### src/rtl/dac_loader_pkg.sv
package dac_loader_pkg;

    typedef enum logic [1:0] {
        SEQ_IDLE = 2'd0,
        SEQ_LOW  = 2'd1,
        SEQ_HOLD = 2'd2
    } seq_state_e;

    function automatic int unsigned ceil_div(input int unsigned num, input int unsigned den);
        return (num + den - 1) / den;
    endfunction

    function automatic int unsigned max2(input int unsigned a, input int unsigned b);
        return (a > b) ? a : b;
    endfunction

endpackage

### src/rtl/dac_bus_decode.sv
module dac_bus_decode #(
    parameter int unsigned ADDR_W    = 16,
    parameter int unsigned BASE_ADDR = 'h380,
    parameter int unsigned NUM_LANES = 3
) (
    input  logic                 clk,
    input  logic                 rst_n,
    input  logic                 bus_wr,
    input  logic [ADDR_W-1:0]    bus_addr,
    output logic [NUM_LANES-1:0] lane_ld,
    output logic                 commit_req
);

    logic              wr_prev_d, wr_prev_q;
    logic              wr_evt;
    logic [ADDR_W-1:0] offset;

    always_comb begin
        wr_prev_d = bus_wr;
        wr_evt    = bus_wr & ~wr_prev_q;
        offset    = bus_addr - ADDR_W'(BASE_ADDR);
        for (int i = 0; i < NUM_LANES; i++) begin
            lane_ld[i] = wr_evt && (offset == ADDR_W'(i));
        end
        commit_req = wr_evt && (offset == ADDR_W'(NUM_LANES));
    end

    always_ff @(posedge clk or negedge rst_n) begin
        if (!rst_n) wr_prev_q <= 1'b0;
        else        wr_prev_q <= wr_prev_d;
    end

endmodule

### src/rtl/dac_stage_regs.sv
module dac_stage_regs #(
    parameter int unsigned DAC_W     = 18,
    parameter int unsigned NUM_LANES = 3
) (
    input  logic                 clk,
    input  logic                 rst_n,
    input  logic [NUM_LANES-1:0] lane_ld,
    input  logic [7:0]           bus_data,
    output logic [DAC_W-1:0]     staged
);

    for (genvar g = 0; g < NUM_LANES; g++) begin : g_lane
        localparam int unsigned LW = ((DAC_W - 8 * g) < 8) ? (DAC_W - 8 * g) : 8;

        logic [LW-1:0] lane_d, lane_q;

        always_comb begin
            lane_d = lane_q;
            if (lane_ld[g]) lane_d = bus_data[LW-1:0];
        end

        always_ff @(posedge clk or negedge rst_n) begin
            if (!rst_n) lane_q <= '0;
            else        lane_q <= lane_d;
        end

        assign staged[8*g +: LW] = lane_q;
    end

endmodule

### src/rtl/dac_strobe_seq.sv
module dac_strobe_seq
    import dac_loader_pkg::*;
#(
    parameter int unsigned      DAC_W      = 18,
    parameter int unsigned      LOW_CYC    = 50,
    parameter int unsigned      HOLD_CYC   = 30,
    parameter logic [DAC_W-1:0] RESET_CODE = '0
) (
    input  logic             clk,
    input  logic             rst_n,
    input  logic             commit_req,
    input  logic [DAC_W-1:0] staged,
    output logic [DAC_W-1:0] dac_code,
    output logic             dac_wr_n,
    output logic             busy
);

    localparam int unsigned CNT_W = $clog2(max2(LOW_CYC, HOLD_CYC) + 1);

    typedef struct packed {
        seq_state_e       state;
        logic [CNT_W-1:0] cnt;
        logic             wr_n;
        logic             pend;
        logic [DAC_W-1:0] code;
    } seq_t;

    seq_t seq_d, seq_q;

    always_comb begin
        seq_d = seq_q;
        unique case (seq_q.state)
            SEQ_IDLE: begin
                if (commit_req) begin
                    seq_d.state = SEQ_LOW;
                    seq_d.code  = staged;
                    seq_d.wr_n  = 1'b0;
                    seq_d.cnt   = CNT_W'(LOW_CYC - 1);
                    seq_d.pend  = 1'b0;
                end
            end
            SEQ_LOW: begin
                if (commit_req) seq_d.pend = 1'b1;
                if (seq_q.cnt == '0) begin
                    seq_d.state = SEQ_HOLD;
                    seq_d.wr_n  = 1'b1;
                    seq_d.cnt   = CNT_W'(HOLD_CYC - 1);
                end else begin
                    seq_d.cnt = seq_q.cnt - 1'b1;
                end
            end
            SEQ_HOLD: begin
                if (commit_req) seq_d.pend = 1'b1;
                if (seq_q.cnt == '0) begin
                    if (seq_q.pend || commit_req) begin
                        seq_d.state = SEQ_LOW;
                        seq_d.code  = staged;
                        seq_d.wr_n  = 1'b0;
                        seq_d.cnt   = CNT_W'(LOW_CYC - 1);
                        seq_d.pend  = 1'b0;
                    end else begin
                        seq_d.state = SEQ_IDLE;
                    end
                end else begin
                    seq_d.cnt = seq_q.cnt - 1'b1;
                end
            end
            default: seq_d.state = SEQ_IDLE;
        endcase
    end

    always_ff @(posedge clk or negedge rst_n) begin
        if (!rst_n) begin
            seq_q.state <= SEQ_IDLE;
            seq_q.cnt   <= '0;
            seq_q.wr_n  <= 1'b1;
            seq_q.pend  <= 1'b0;
            seq_q.code  <= RESET_CODE;
        end else begin
            seq_q <= seq_d;
        end
    end

    assign dac_code = seq_q.code;
    assign dac_wr_n = seq_q.wr_n;
    assign busy     = (seq_q.state != SEQ_IDLE);

endmodule

### src/rtl/dac_byte_loader.sv
module dac_byte_loader
    import dac_loader_pkg::*;
#(
    parameter int unsigned ADDR_W        = 16,
    parameter int unsigned BASE_ADDR     = 'h380,
    parameter int unsigned DAC_W         = 18,
    parameter int unsigned CLK_PERIOD_PS = 4000,
    parameter int unsigned SETUP_NS      = 160,
    parameter int unsigned HOLD_NS       = 120,
    parameter int unsigned PULSE_NS      = 200,
    parameter bit          BIPOLAR       = 1'b0
) (
    input  logic              clk,
    input  logic              rst_n,
    input  logic              bus_wr,
    input  logic [ADDR_W-1:0] bus_addr,
    input  logic [7:0]        bus_data,
    output logic [DAC_W-1:0]  dac_code,
    output logic              dac_wr_n,
    output logic              busy
);

    localparam int unsigned NUM_LANES = ceil_div(DAC_W, 8);
    localparam int unsigned SETUP_CYC = ceil_div(SETUP_NS * 1000, CLK_PERIOD_PS);
    localparam int unsigned PULSE_CYC = ceil_div(PULSE_NS * 1000, CLK_PERIOD_PS);
    localparam int unsigned LOW_CYC   = max2(max2(SETUP_CYC, PULSE_CYC), 1);
    localparam int unsigned HOLD_CYC  = max2(ceil_div(HOLD_NS * 1000, CLK_PERIOD_PS), 1);
    localparam logic [DAC_W-1:0] RESET_CODE = BIPOLAR ? {1'b1, {(DAC_W-1){1'b0}}} : '0;

    logic [NUM_LANES-1:0] lane_ld;
    logic                 commit_req;
    logic [DAC_W-1:0]     staged;

    dac_bus_decode #(
        .ADDR_W    (ADDR_W),
        .BASE_ADDR (BASE_ADDR),
        .NUM_LANES (NUM_LANES)
    ) u_decode (
        .clk        (clk),
        .rst_n      (rst_n),
        .bus_wr     (bus_wr),
        .bus_addr   (bus_addr),
        .lane_ld    (lane_ld),
        .commit_req (commit_req)
    );

    dac_stage_regs #(
        .DAC_W     (DAC_W),
        .NUM_LANES (NUM_LANES)
    ) u_stage (
        .clk      (clk),
        .rst_n    (rst_n),
        .lane_ld  (lane_ld),
        .bus_data (bus_data),
        .staged   (staged)
    );

    dac_strobe_seq #(
        .DAC_W      (DAC_W),
        .LOW_CYC    (LOW_CYC),
        .HOLD_CYC   (HOLD_CYC),
        .RESET_CODE (RESET_CODE)
    ) u_seq (
        .clk        (clk),
        .rst_n      (rst_n),
        .commit_req (commit_req),
        .staged     (staged),
        .dac_code   (dac_code),
        .dac_wr_n   (dac_wr_n),
        .busy       (busy)
    );

endmodule

### config.mk
export PLATFORM = sky130hd
export DESIGN_NAME = dac_byte_loader
export DESIGN_NICKNAME = d
export VERILOG_FILES = /design/src/rtl/dac_loader_pkg.sv /design/src/rtl/dac_bus_decode.sv /design/src/rtl/dac_stage_regs.sv /design/src/rtl/dac_strobe_seq.sv /design/src/rtl/dac_byte_loader.sv
export SDC_FILE = /design/constraint.sdc
export NUM_CORES = 1
export LEC_CHECK = 0
export ABC_AREA = 1
export BUFFER_PORTS_ARGS = -buffer_cell sky130_fd_sc_hd__buf_2
export CAP_MARGIN = 20
export CORE_ASPECT_RATIO = 1.5
export CORE_MARGIN = 10
export CORE_UTILIZATION = 40
export DETAILED_ROUTE_END_ITERATION = 8
export GPL_ROUTABILITY_DRIVEN = 0
export PLACE_DENSITY = 0.7
export SETUP_SLACK_MARGIN = 0.15
export SLEW_MARGIN = 20
export SYNTH_ARGS = -nofsm -noshare
export SYNTH_HDL_FRONTEND = slang
export SYNTH_HIERARCHICAL = 1
export SYNTH_SLANG_ARGS = --single-unit
### constraint.sdc
create_clock -name clk -period 4.6 [get_ports clk]
set_input_delay 0.23 -clock clk [delete_from_list [all_inputs] [get_ports clk]]
set_output_delay 0.23 -clock clk [all_outputs]
set_load 0.02 [all_outputs]
Yosys cells after proc, flatten, opt, wreduce, memory -nomap -nowiden
Cells that the tools add are included.
{"block": "totals", "ff_bits": 47, "elab_cells": 52}
{"block": "classes", "addsub": 2, "n_eq_ne": 10, "n_mux": 13, "n_bitwise": 2, "reduce_logical": 16}
{"cell": "one-hot mux 18 bit (2 select lines)", "count": 1}
{"cell": "equality test 16 x 2 -> 1 bit (second input constant)", "count": 2}
{"cell": "2-to-1 mux 28 bit", "count": 1}
{"cell": "2-to-1 mux 26 bit", "count": 1}
{"cell": "one-hot mux 8 bit (3 select lines)", "count": 1}
{"cell": "2-to-1 mux 20 bit", "count": 1}
{"cell": "equality test 16 x 1 -> 1 bit (second input constant)", "count": 1}
{"cell": "logical NOT 16 bit", "count": 1}
{"cell": "subtractor 16 x 10 -> 16 bit (second input constant)", "count": 1}
{"cell": "2-to-1 mux 6 bit", "count": 2}
{"cell": "inequality test 2 x 1 -> 1 bit (second input constant)", "count": 4}
{"cell": "logical NOT 6 bit", "count": 1}
{"cell": "one-hot mux 2 bit (3 select lines)", "count": 1}
{"cell": "AND reduction 3 bit", "count": 2}
{"cell": "subtractor 6 x 1 -> 6 bit (second input constant)", "count": 1}
{"cell": "AND reduction 5 bit", "count": 1}
{"cell": "logical AND 1 bit", "count": 4}
{"cell": "2-to-1 mux 2 bit", "count": 2}
{"cell": "AND reduction 4 bit", "count": 1}
{"cell": "nonzero test 2 bit", "count": 2}
{"cell": "2-to-1 mux 1 bit", "count": 3}
{"cell": "inequality test 3 bit (second input constant)", "count": 1}
{"cell": "nonzero test 3 bit", "count": 1}
{"cell": "equality test 2 x 1 -> 1 bit (second input constant)", "count": 1}
{"cell": "6 further kinds", "count": 6}

Depth between registers and ports, before layout
{"block": "depth", "ltp_word": 7, "mapped_depth": 15}

Modules after synthesis
Netlist, hierarchy kept.
{"module": "dac_strobe_seq", "instances": 1, "cells_each": 197, "area_per_inst_um2": 1667.8, "seq_area_each_um2": 701.9}
{"module": "dac_stage_regs", "instances": 1, "cells_each": 77, "area_per_inst_um2": 686.9, "seq_area_each_um2": 450.4}
{"module": "dac_bus_decode", "instances": 1, "cells_each": 40, "area_per_inst_um2": 198.9, "seq_area_each_um2": 25.0}

Worst setup path before layout
Ideal clock, no wire load.
{"block": "synth_path", "path_type": "input to register", "startpoint": "input port bus_addr[7]", "endpoint": "register u_seq.seq_q, in the netlist u_seq/dac_code[0]", "setup_time_ns": 0.119, "arrival_time_ns": 1.836, "required_time_ns": 4.481, "setup_slack_ns": 2.646, "cell_stages": 14, "n_path_buf": 1, "path_cell_list": "ha_1 -> nor2_1 -> nand2_1 -> nor2_2 -> nand3_2 -> nor2_1 -> nor2_4 -> inv_1 -> nand2_1 -> o21ai_1 -> nand3_4 -> buf_2 -> nand2_1 -> o21ai_2"}
{"block": "synth_between", "elab_chain_len": 6, "elab_cells_between_ends": 7}
{"item": "start, declared", "line_no": "dac_byte_loader.sv:16", "text": "input logic [ADDR_W-1:0] bus_addr,"}
{"item": "subtractor 16 x 10 -> 16 bit (*)", "line_no": "dac_bus_decode.sv:21", "text": "offset = bus_addr - ADDR_W'(BASE_ADDR);"}
{"item": "equality test 16 x 2 -> 1 bit (*)", "line_no": "dac_bus_decode.sv:25", "text": "commit_req = wr_evt && (offset == ADDR_W'(NUM_LANES));"}
{"item": "logical AND 1 bit (*)", "line_no": "dac_bus_decode.sv:25"}
{"item": "named net commit_req", "line_no": "dac_byte_loader.sv:31", "text": "logic commit_req;"}
{"item": "logical OR 1 bit", "line_no": "dac_strobe_seq.sv:55", "text": "if (seq_q.pend || commit_req) begin"}
{"item": "inequality test 2 x 1 -> 1 bit (no source line)"}
{"item": "AND reduction 4 bit (no source line) (*)"}
{"item": "end signal, assigned", "line_no": "dac_strobe_seq.sv:80", "text": "seq_q <= seq_d;"}
{"item": "end, declared", "line_no": "dac_strobe_seq.sv:28", "text": "seq_t seq_d, seq_q;"}
Mark *: on every way through the listed nets, which the timed path passes. The rest lies on a longest branch.
A chain may end at the register's enable or synchronous reset.

Worst setup path after layout
{"block": "layout_path", "startpoint": "input port bus_addr[7]", "endpoint": "register u_seq.seq_q, in the netlist u_seq/dac_code[1]"}
The elaborated chain is that of the path after synthesis.

==> metrics.csv <==
stage,metric,value,unit
detailed_routing,Routed Antenna Nets,0,
pwr,Comb pwr share,0.380,
global_routing,pin count of the biggest net entering global routing,48,
detailed_routing,WL per Instance,12.2,microns
final_layout,Fill cells,617,
logic_synthesis,"FF+latch count, synth",47,
logic_synthesis,Mapped Cells,314,
global_routing,global-route wire length before repair,9030,microns
logic_synthesis,syn avg cell area,8.13,sq um
pwr,Leakage,1.48,nW
clock_network,Root Buffer,clkbuf_8,
job,max_cap viols,0,
clock_network,clock-pin slew on the worst setup and hold paths,0.09,ns
run_status,status,"complete, no violations",
detailed_routing,via count of the routed design,1990,
timing,setup TNS,0,ns
clock_network,CTS max path bufs,2,
pwr,Clk pwr share,0.235,
detailed_routing,final wirelength,5090,microns
timing,Slew Limit Fails,0,
logic_synthesis,"Top FF cell, synth",dfrtp_1,
worst_setup_path,critical path type,input pin to flop,
detailed_routing,first drt pass iteration count,4,
timing,maximum clock rate,471,MHz
global_routing,GRT Util Overall,0.106,
timing,Fin. Hold Viols,0,
timing,slew margin rel.,0.603,
floorplan,Die H,118,microns
logic_synthesis,compound-gate portion of the synthesized area,0.0818,
logic_synthesis,top-count cell post-synth,nand2_1,
pwr,switching share of power,0.403,
floorplan,die area,10000,sq um
final_layout,layout cells sized above 1,0.246,
worst_setup_path,data arrival time of the critical path,2.30,ns
logic_synthesis,Synth Area in Adders,0.0343,
logic_synthesis,ys async rst share,1.00,
worst_setup_path,Critical Path End Type,flop,
floorplan,core area,6170,sq um
clock_network,CTS Buf Count,5,
timing,Final setup viols,0,
timing,"Min Clock Period, post-route",2.12,ns
detailed_routing,1st-iter DRT viols,90,
global_routing,grt met2 use,0.195,
global_routing,grt met3 use,0.0277,
place,IO Port Bufs,46,
logic_synthesis,Post-synth top cells,"nand2_1, dfrtp_1, nor2_1",
timing,Least-Margin Pin Slew,0.594,ns
worst_setup_path,critical path launch point type,input pin,
global_routing,initial antenna violation count,0,
pwr,Int Pwr,0.763,mW
timing,Worst Skew,0.00970,ns
logic_synthesis,Post-synth EDFFs,0,
floorplan,Rows,35,
global_routing,met1 usage,0.108,
logic_synthesis,Mapped Nets,348,
logic_synthesis,mux cell area share after synthesis,0,
logic_synthesis,Synth area leaders,"dfrtp_1, nand2_1, buf_4, nor2_1, ha_1",
floorplan,Chip Width,85.2,microns
global_routing,GRT busiest layer,met2,
floorplan,Initial Utilization,0.414,
clock_network,Worst-Skew Late Latency,0.30,ns
logic_synthesis,sequential share of the synthesized area,0.461,
pwr,total power,1.28,mW
place,Placed Cells,410,
logic_synthesis,Yosys top cell area share,0.451,
logic_synthesis,unique cell type count in the Yosys netlist,27,
timing,period utilization,0.462,
logic_synthesis,main combinational cell family by area after synthesis,simple AND/OR/NAND/NOR gates,
logic_synthesis,synthesized-area fraction occupied by and/or/nand/nor cells,0.302,
logic_synthesis,"area leader, netlist",dfrtp_1,
global_routing,vias in the first global route,2069,
clock_network,Clock Sink Count,47,
logic_synthesis,Synth Cell Area,2550,sq um
pwr,switching power,0.514,mW
clock_network,Setup Buffers After CTS,0,
logic_synthesis,Syn. warnings,6,
pwr,Flop pwr share,0.385,
clock_network,# H-tree levels,2,
hold_path,Hold Path Class,input pin to flop,
floorplan,IO Pins,47,
detailed_routing,DR DRC count,0,
global_routing,grt total ovfl,0,
logic_synthesis,post-synthesis xor/xnor area fraction,0.00686,
final_layout,n_diodes,0,
pwr,Max IR drop VDD,0.272,mV
place,DP Area,2680,sq um
final_layout,fin nets,378,
final_layout,multi-input logic area,1080,sq um
worst_setup_path,CP Data Required Time,4.78,ns
timing,RSZ-0062 raised after global routing,no,
final_layout,fin area,2800,sq um
final_layout,final non-filler cell total,419,
final_layout,area grow syn2layout,9.65,%
final_layout,final core utilization,0.453,
detailed_routing,via/cell ratio,4.75,
final_layout,register area,1180,sq um
worst_setup_path,CP max FO,36,
clock_network,CTS tree,built,
pwr,power per cell area,456,nW/um^2
place,DPL Wire Length,4000,microns
[metrics by stage]
step                      hold slack [ns]  setup slack (ns)
after floorplan                   -0.0656              2.65
after global placement              0.368              2.22
after detailed placement            0.371              2.15
after CTS                          0.0559              2.46
after global routing               0.0592              2.20
final                              0.0647              2.48
[power groups by stage]
stage	Clock, mW	Sequential, mW	Combinational [mW]
finish	0.300	0.491	0.486
global route	0.321	0.498	0.564
CTS	0.311	0.492	0.488
detailed placement	0	0.500	0.484
global placement	0	0.499	0.476
floorplan	0	0.496	0.403
[registers in the layout, indices dropped and copies added, names as in the netlist]
name / count
u_seq/seq_q: 9
u_seq/dac_code: 18
u_stage/g_lane.lane_q: 18
u_decode/wr_prev_q: 1
u_seq/dac_wr_n: 1
[layer usage]
metal	wire length [microns]	vias to the layer above
li1	-	1016
met1	1950	919
met2	2780	45
met3	275	10
met4	92	0
met5	0	-
[cells in the final DEF, fill, tap and decap left out]
| cell type | instances |
|---|---|
| nand2_2 | 11 |
| clkbuf_8 | 5 |
| buf_4 | 1 |
| nand3_4 | 1 |
| nand2_1 | 124 |
| dlygate4sd3_1 | 1 |
| ha_1 | 7 |
| inv_2 | 2 |
| nor2_4 | 2 |
| xor2_1 | 1 |
| nand3_2 | 1 |
| dfstp_2 | 1 |
| buf_2 | 45 |
| nand4_4 | 1 |
| nand3_1 | 7 |
| nor2_1 | 26 |
| clkinv_2 | 1 |
| nand3b_1 | 1 |
| clkinv_4 | 1 |
| a21oi_1 | 5 |
| o21ai_0 | 7 |
| dfrtp_1 | 46 |
| inv_1 | 22 |
| nor2_2 | 1 |
| o21ai_1 | 9 |
| o21ai_4 | 1 |
| o21ai_2 | 10 |
| nand4_1 | 3 |
| bufinv_16 | 1 |
| xnor2_1 | 1 |
[final cells by class]
cell class | instances | area share
inverters | 24 | 0.0322
well taps | 74 | 0.0331
clock buffers | 5 | 0.0246
multi-input cells | 219 | 0.387
flip-flops and latches | 47 | 0.420
repair buffers | 47 | 0.0867
clock inverters | 3 | 0.0156
[final timing paths]
kind | start | cells past startpoint | slack (ns) | endpoint
worst min register to register | u_stage/g_lane[1].lane_q[1] | 2 | 0.48 | u_stage/g_lane[1].lane_q[1]
min in group asynchronous | rst_n | 2 | 0.46 | u_stage/g_lane[1].lane_q[3]
worst min-delay path | bus_wr | 1 | 0.06 | u_decode/wr_prev_q
worst max register to register | u_decode/wr_prev_q | 12 | 2.48 | u_seq/dac_code[1]
worst max-delay path | bus_addr[7] | 14 | 2.48 | u_seq/dac_code[1]
max in group asynchronous | rst_n | 2 | 3.73 | u_seq/seq_q[20]
[cell families (layout without fill, tap and decap cells)]
family / count (synthesis) / after routing
adders and majority gates: 7 / 7
AOI/OAI and AO/OA: 32 / 32
xor gates and xnor gates: 2 / 2
buffers and inverters: 48 / 79
DFF: 47 / 47
and+or+nand+nor: 178 / 178
[worst max-delay path, cell delays in order]
cell and delay (ns):
buf_2 0.12, ha_1 0.29, nor2_1 0.10, nand2_1 0.07, nor2_2 0.08, nand3_2 0.09, nor2_1 0.28, nor2_4 0.07
inv_1 0.08, nand2_1 0.10, o21ai_1 0.16, nand3_4 0.38, nand2_1 0.19, o21ai_2 0.06
[what timing repair did]
item	in CTS	in global routing
gates resized for setup	0	0
hold endpoints to repair	0	46
hold buffers	0	1
(Power assumes the default switching activity.)
